===== src/rtl/idp_pkg.sv =====
package idp_pkg;
  typedef enum logic [1:0] {
    ST_IDLE = 2'd0,
    ST_ADDR = 2'd1,
    ST_DATA = 2'd2,
    ST_READ = 2'd3
  } idp_state_e;
endpackage


===== src/rtl/idp_lock_bit.sv =====
module idp_lock_bit (
  input  logic clk,
  input  logic tst_rst_n,
  input  logic lock_set,
  output logic locked
);
  logic lock_q;

  always_ff @(posedge clk or negedge tst_rst_n) begin
    if (!tst_rst_n) lock_q <= 1'b0;
    else if (lock_set) lock_q <= 1'b1;
  end

  assign locked = lock_q;

  // once set, only test reset clears the lock
  a_r6_lock_sticky: assert property (@(posedge clk) disable iff (!tst_rst_n)
    $past(lock_q) |-> lock_q);
endmodule


===== src/rtl/idp_page_store.sv =====
module idp_page_store #(
  parameter int PAGE_BYTES = 128,
  parameter int DATA_W     = 8,
  localparam int OFS_W     = $clog2(PAGE_BYTES)
) (
  input  logic              clk,
  input  logic              rst_n,
  input  logic              tst_rst_n,
  input  logic              stage_we,
  input  logic              stage_clr,
  input  logic [OFS_W-1:0]  ofs,
  input  logic [DATA_W-1:0] din,
  input  logic              commit_page,
  input  logic              locked,
  output logic [DATA_W-1:0] dout
);
  localparam logic [DATA_W-1:0] ERASED = {DATA_W{1'b1}};

  logic [DATA_W-1:0]     page_q  [PAGE_BYTES];
  logic [DATA_W-1:0]     stage_q [PAGE_BYTES];
  logic [PAGE_BYTES-1:0] mask_q;

  for (genvar g = 0; g < PAGE_BYTES; g++) begin : g_byte
    logic hit;
    assign hit = stage_we && (ofs == OFS_W'(g));

    always_ff @(posedge clk) begin
      if (hit) stage_q[g] <= din;
    end

    always_ff @(posedge clk or negedge rst_n) begin
      if (!rst_n) mask_q[g] <= 1'b0;
      else if (stage_clr) mask_q[g] <= 1'b0;
      else if (hit) mask_q[g] <= 1'b1;
    end

    always_ff @(posedge clk or negedge tst_rst_n) begin
      if (!tst_rst_n) page_q[g] <= ERASED;
      else if (commit_page && mask_q[g]) page_q[g] <= stage_q[g];
    end
  end

  assign dout = page_q[ofs];

  // a locked page never receives a commit of staged bytes
  a_r7_no_commit_locked: assert property (@(posedge clk) disable iff (!rst_n || !tst_rst_n)
    locked |-> !(commit_page && (mask_q != '0)));
endmodule


===== src/rtl/idp_seq.sv =====
module idp_seq
  import idp_pkg::*;
#(
  parameter int ADDR_W        = 16,
  parameter int DATA_W        = 8,
  parameter int OFS_W         = 7,
  parameter int LOCK_SEL_BIT  = 10,
  parameter int LOCK_DATA_BIT = 1
) (
  input  logic              clk,
  input  logic              rst_n,
  input  logic              cmd_start,
  input  logic              cmd_is_idp,
  input  logic              cmd_rd,
  input  logic              addr_valid,
  input  logic [ADDR_W-1:0] addr_in,
  input  logic              wr_valid,
  input  logic [DATA_W-1:0] wr_data,
  input  logic              stop_evt,
  input  logic              rd_ready,
  input  logic              locked,
  output logic              stage_we,
  output logic              stage_clr,
  output logic              commit_page,
  output logic              lock_set,
  output logic [OFS_W-1:0]  ptr,
  output logic              rd_valid,
  output logic              wr_ack_valid,
  output logic              wr_ack
);
  idp_state_e       state_q;
  logic [OFS_W-1:0] ptr_q;
  logic             lock_mode_q;
  logic             lock_pend_q;
  logic             last_data_q;
  logic             ack_v_q, ack_q;
  logic             in_data, byte_ok, commit;
  logic             unused_in_bits;

  assign unused_in_bits = ^{addr_in, wr_data};

  assign in_data = (state_q == ST_DATA);
  assign byte_ok = in_data && wr_valid && !cmd_start && !stop_evt;

  always_ff @(posedge clk or negedge rst_n) begin
    if (!rst_n) begin
      state_q     <= ST_IDLE;
      ptr_q       <= '0;
      lock_mode_q <= 1'b0;
      lock_pend_q <= 1'b0;
      last_data_q <= 1'b0;
    end else if (cmd_start) begin
      state_q     <= !cmd_is_idp ? ST_IDLE : (cmd_rd ? ST_READ : ST_ADDR);
      lock_pend_q <= 1'b0;
      last_data_q <= 1'b0;
    end else if (stop_evt) begin
      state_q     <= ST_IDLE;
      lock_pend_q <= 1'b0;
      last_data_q <= 1'b0;
    end else begin
      unique case (state_q)
        ST_ADDR: if (addr_valid) begin
          ptr_q       <= addr_in[OFS_W-1:0];
          lock_mode_q <= addr_in[LOCK_SEL_BIT];
          state_q     <= ST_DATA;
        end
        ST_DATA: if (wr_valid) begin
          last_data_q <= 1'b1;
          if (lock_mode_q) lock_pend_q <= wr_data[LOCK_DATA_BIT];
          else             ptr_q       <= ptr_q + 1'b1;
        end
        ST_READ: if (rd_ready) ptr_q <= ptr_q + 1'b1;
        default: ;
      endcase
    end
  end

  always_ff @(posedge clk or negedge rst_n) begin
    if (!rst_n) begin
      ack_v_q <= 1'b0;
      ack_q   <= 1'b0;
    end else begin
      ack_v_q <= byte_ok;
      ack_q   <= byte_ok && !locked;
    end
  end

  assign stage_we     = byte_ok && !lock_mode_q && !locked;
  assign stage_clr    = cmd_start || stop_evt;
  assign commit       = stop_evt && !cmd_start && in_data && last_data_q;
  assign commit_page  = commit && !lock_mode_q;
  assign lock_set     = commit && lock_mode_q && lock_pend_q;
  assign ptr          = ptr_q;
  assign rd_valid     = (state_q == ST_READ);
  assign wr_ack_valid = ack_v_q;
  assign wr_ack       = ack_q;

  // an acknowledge decision only ever follows a received byte
  a_r8_ack_after_byte: assert property (@(posedge clk) disable iff (!rst_n)
    wr_ack_valid |-> $past(wr_valid));

  // a foreign command yields neither a read stream nor an acknowledge
  a_r10_foreign_quiet: assert property (@(posedge clk) disable iff (!rst_n)
    (cmd_start && !cmd_is_idp) |=> (!rd_valid && !wr_ack_valid));

  // a stalled read keeps its offset
  a_r9_stall_holds_ptr: assert property (@(posedge clk) disable iff (!rst_n)
    (rd_valid && !rd_ready && !cmd_start && !stop_evt) |=> (rd_valid && $stable(ptr)));
endmodule


===== src/rtl/idp_lock_ctrl.sv =====
module idp_lock_ctrl #(
  parameter int PAGE_BYTES    = 128,
  parameter int ADDR_W        = 16,
  parameter int DATA_W        = 8,
  parameter int LOCK_SEL_BIT  = 10,
  parameter int LOCK_DATA_BIT = 1
) (
  input  logic              clk,
  input  logic              rst_n,
  input  logic              tst_rst_n,
  input  logic              cmd_start,
  input  logic              cmd_is_idp,
  input  logic              cmd_rd,
  input  logic              addr_valid,
  input  logic [ADDR_W-1:0] addr_in,
  input  logic              wr_valid,
  input  logic [DATA_W-1:0] wr_data,
  output logic              wr_ack_valid,
  output logic              wr_ack,
  input  logic              stop_evt,
  output logic              rd_valid,
  input  logic              rd_ready,
  output logic [DATA_W-1:0] rd_data
);
  localparam int OFS_W = $clog2(PAGE_BYTES);

  logic             stage_we, stage_clr, commit_page, lock_set, locked;
  logic [OFS_W-1:0] ptr;

  idp_seq #(
    .ADDR_W(ADDR_W), .DATA_W(DATA_W), .OFS_W(OFS_W),
    .LOCK_SEL_BIT(LOCK_SEL_BIT), .LOCK_DATA_BIT(LOCK_DATA_BIT)
  ) u_seq (
    .clk(clk), .rst_n(rst_n),
    .cmd_start(cmd_start), .cmd_is_idp(cmd_is_idp), .cmd_rd(cmd_rd),
    .addr_valid(addr_valid), .addr_in(addr_in),
    .wr_valid(wr_valid), .wr_data(wr_data),
    .stop_evt(stop_evt), .rd_ready(rd_ready), .locked(locked),
    .stage_we(stage_we), .stage_clr(stage_clr), .commit_page(commit_page),
    .lock_set(lock_set), .ptr(ptr), .rd_valid(rd_valid),
    .wr_ack_valid(wr_ack_valid), .wr_ack(wr_ack)
  );

  idp_page_store #(.PAGE_BYTES(PAGE_BYTES), .DATA_W(DATA_W)) u_store (
    .clk(clk), .rst_n(rst_n), .tst_rst_n(tst_rst_n),
    .stage_we(stage_we), .stage_clr(stage_clr), .ofs(ptr), .din(wr_data),
    .commit_page(commit_page), .locked(locked), .dout(rd_data)
  );

  idp_lock_bit u_lock (
    .clk(clk), .tst_rst_n(tst_rst_n), .lock_set(lock_set), .locked(locked)
  );

  // the offered byte does not change while the engine stalls
  a_r9_stall_holds_data: assert property (@(posedge clk) disable iff (!rst_n || !tst_rst_n)
    (rd_valid && !rd_ready && !cmd_start && !stop_evt) |=> $stable(rd_data));
endmodule


===== config.mk =====
export PLATFORM = sky130hd
export DESIGN_NAME = idp_lock_ctrl
export DESIGN_NICKNAME = d
export VERILOG_FILES = /design/src/rtl/idp_pkg.sv /design/src/rtl/idp_lock_bit.sv /design/src/rtl/idp_page_store.sv /design/src/rtl/idp_seq.sv /design/src/rtl/idp_lock_ctrl.sv
export SDC_FILE = /design/constraint.sdc
export NUM_CORES = 2
export LEC_CHECK = 0
export ABC_AREA = 1
export ABC_CLOCK_PERIOD_IN_PS = 7100
export CORE_MARGIN = 4
export CORE_UTILIZATION = 40
export DETAILED_ROUTE_END_ITERATION = 6
export PLACE_DENSITY = 0.6
export SLEW_MARGIN = 20
export SYNTH_ARGS = -nofsm -noshare
export SYNTH_HDL_FRONTEND = slang
export SYNTH_SLANG_ARGS = --single-unit

===== constraint.sdc =====
create_clock -name clk -period 7.1 [get_ports clk]
set_input_delay 1.775 -clock clk [delete_from_list [all_inputs] [get_ports clk]]
set_output_delay 1.775 -clock clk [all_outputs]
set_load 0.05 [all_outputs]

==> out/metrics.cfg <==
[layout]
layout-drive-gt1-share_pct = 24.2
multi_input_area_um2 = 22700
finalNetCount = 7846
fillerInstances = 20000
syn2layout_area_growth_pct = 11.8
seq_area_um2 = 61200

[logic_synthesis]
yosys.area_share.simple_pct = 14.9
synth_seq_area_share_pct = 69.7
synth_flop_cell = edfxtp_1
synth_xor_area_share_pct = 0.0299
yosys.area.top_type = edfxtp_1
synth.distinct_cells = 38
synth_mux_area_share_pct = 6.07
syn_nets = 7848
synth_fa_ha_area_share_pct = 0.0569
syn_area_per_cell_um2 = 11.3
synth-seq-cells = 2191
synth_compound_area_share_pct = 4.70
synthDominantCellAreaShare_pct = 35.0
async_flop_share_pct = 53.3
synth_top_family_by_area = simple AND/OR/NAND/NOR gates
yosysWarnings = 0
synth.area.top_cells = edfxtp_1 35%, dfstp_2 31%, nand2_1 6.5%
synth_edf_count = 1024
netlist_instances = 7810
netlist_area_um2 = 87900

[power]
p_leak_nw = 42.3
power_switching_mw = 8.99
p_per_area_nw_per_um2 = 305
vdd_drop_max_mv = 0.314
pwr-share-seq_pct = 44.7
swShare_pct = 30.0
internal_power_mw = 21.0
clkPwrFrac_pct = 37.4
power_frac_comb_pct = 17.9

[global_route]
grt_pass1_vias = 54986
antenna_found_initial = 8
grt_max_degree = 151
overflow = 0
track_usage_pct = 20.0
grt_pass1_wl_um = 348000

[sta]
setup_viol = 0
rsz0062_at_grt = false
fmax_mhz = 152
fin_hold_ws_ns = 0.448
setup_ws_ns = 0.509
relSlewSlack_pct = 28.0
drv_slew = 0
finClkSkew_ns = 0.0291
totalNegativeSetupSlack_ns = 0
period_share_pct = 92.8
hold_viol = 0
worst_pin_slew_ns = 1.07
min_period_ns = 6.59

[floorplan]
fp-row-count = 171
dieArea_um2 = 227000
die_w_um = 477
die_h_um = 477
start_util_pct = 40.4
design.core.area_um2 = 218000
io_pins = 45

[drt]
firstDrtPassIters = 6
detail_route.wl_per_cell_um = 21.3
viasPerCell = 5.08
wl_met3_um = 13600
wl_met1_um = 102000
drt_iter0_drc = 4970
via_count = 55187
wirelength_um = 232000
drc = 0
antenna_left = 0
wl_met2_um = 108000
dr.max_layer_used = met5

[worst_setup_path]
r2r-end = u_store.stage_q[58][5]
endpoint = rd_data[0]
reg2reg_from = u_seq.ptr[0]
crit_path_start_kind = register
endpoint_kind = primary output
rr_worst_depth = 7
crit_start = u_seq.ptr[0]
required_ns = 5.33
path_class = reg2out
worst-path-max-fanout = 114
cp_data_arrival_time_ns = 4.82
rrSetupSlack_ns = 3.02

[clock_network]
insertion_delay_ns = 0.84
hold_buffers = 0
cts_buffers = 213
cts.sinks = 2191
clkTransAtPathRegs_ns = 0.06
post-cts-setup-buffer-count = 0
cts_tree = done
cts_resized = 0
cts-root-buf = clkbuf_16
htreeDepth = 4
cts_buffer_depth = 3

[placed_design]
dp_hpwl_um = 134000
place_ws_ns = 1.17
gp_congestion = 0.866
port_buffers = 36

[run]
max_cap_viol_count = 0

[outcome]
status = finished, final reports clean

[hold_path]
holdCritPathClass = reg2reg

-- power groups by stage --
stage	Clock [mW]	Combinational (mW)	Sequential (mW)
2_1_floorplan	0	2.92	13.6
3_3_place_gp	0	5.35	13.6
3_5_place_dp	0	5.33	13.6
4_1_cts	11.4	5.35	13.4
5_1_grt	12.0	5.76	13.4
6_report	11.2	5.35	13.4
-- metal layers --
metal / vias to the layer above / global-route usage, %
met5: - / 0
met4: 2 / 6.33
met3: 362 / 3.25
met2: 1527 / 32.1
met1: 27899 / 28.1
li1: 25397 / -
-- cell usage in the layout (no fill, tap or decap), types with 6 or more instances in the layout --
cell and instances:
dfstp_2 1024, mux2_1 84, inv_1 640, clkdlybuf4s50_1 18, clkinv_1 25, dfrtp_1 141
nor2_2 15, clkbuf_8 28, mux2_4 6, nand3_1 197, buf_4 65, buf_6 8
o211ai_1 13, buf_12 30, nor3_4 7, bufinv_16 11, nand2_2 51, nor2_4 8
nand2_1 1526, clkbuf_1 74, o21ai_1 25, clkinv_2 37, a21oi_1 555, nor2_1 1499
edfxtp_1 1024, o21ai_0 217, mux2_2 382, inv_2 15, clkbuf_16 220, nand4_1 8
-- synthesized netlist by cell type, types with 24 or more instances --
cell and n:
o21ai_1 24, mux2_2 382, nand2_1 1526, inv_1 641, dfrtp_1 143, o21ai_0 218
mux2_1 84, a21oi_1 555, buf_2 161, nor2_1 1504, dfstp_2 1024, buf_1 44
edfxtp_1 1024, nand2_2 51, clkbuf_1 121, nand3_1 197
-- cells by family (layout without fill, tap and decap cells) --
family / after synthesis / in the layout
xor+xnor: 3 / 3
other cells: 0 / 1
mux: 472 / 472
buf+inv: 1000 / 1190
simple gates: 3324 / 3324
fa+ha+maj: 4 / 4
compound gates: 816 / 816
flops: 2191 / 2191
-- how the worst min path moves through the flow --
| stage | slack, ns | from | to | cells after the start |
|---|---|---|---|---|
| 3_5_place_dp | 0.44 | u_store.stage_q[110][4] | u_store.page_q[140] | 1 |
| 6_report | 0.45 | u_store.stage_q[83][7] | u_store.page_q[359] | 1 |
| 3_3_place_gp | 0.44 | u_store.stage_q[104][2] | u_store.page_q[186] | 1 |
| 4_1_cts | 0.45 | u_store.stage_q[74][2] | u_store.page_q[426] | 1 |
| 2_1_floorplan | 0.43 | u_store.stage_q[2][1] | u_store.page_q[1001] | 1 |
| 5_1_grt | 0.47 | u_store.stage_q[110][5] | u_store.page_q[141] | 1 |
-- per-stage QoR --
| step | area (µm²) | instances | power, mW | util [%] |
|---|---|---|---|---|
| 6_report | 98300 | 10855 | 30.0 | 45.1 |
| 2_1_floorplan | 87900 | 7810 | 16.5 | - |
| 4_1_cts | 98300 | 10854 | 30.2 | 45.1 |
| 5_1_grt | 98300 | 10854 | 31.2 | 45.1 |
| 3_3_place_gp | 91400 | 10446 | 19.0 | 42.0 |
| 3_5_place_dp | 91400 | 10447 | 19.0 | 42.0 |
-- registers in the layout, summed over array words and instances (netlist names) --
register,count
u_store.page_q,1024
u_store.stage_q,1024
u_store.mask_q,128
u_seq.ptr,7
u_seq.state_q,2
u_lock.locked,1
u_seq.last_data_q,1
u_seq.lock_mode_q,1
u_seq.lock_pend_q,1
u_seq.wr_ack,1
u_seq.wr_ack_valid,1
-- layout make-up --
cell class	instances	share of cell area, %
Antenna cell	1	0.00254
Clock buffer	322	6.27
Clock inverter	85	0.769
Inverter	659	2.54
Multi-Input combinational cell	4619	23.1
Sequential cell	2191	62.3
Tap cell	2854	3.63
Timing Repair Buffer	124	1.44
-- worst max-delay path, stage by stage (launching register included) --
cell,delay [ns]
dfrtp_4,0.58
inv_8,0.68
buf_4,0.40
nand2_1,0.08
nand3_1,0.08
nand2_1,0.06
nand2_1,0.06
nand2_1,0.14
o21ai_0,0.87
nand3_1,0.14
nor2_1,0.34
nor2_1,0.25
buf_4,0.25
No activity file was read; power rests on OpenSTA's default activity.
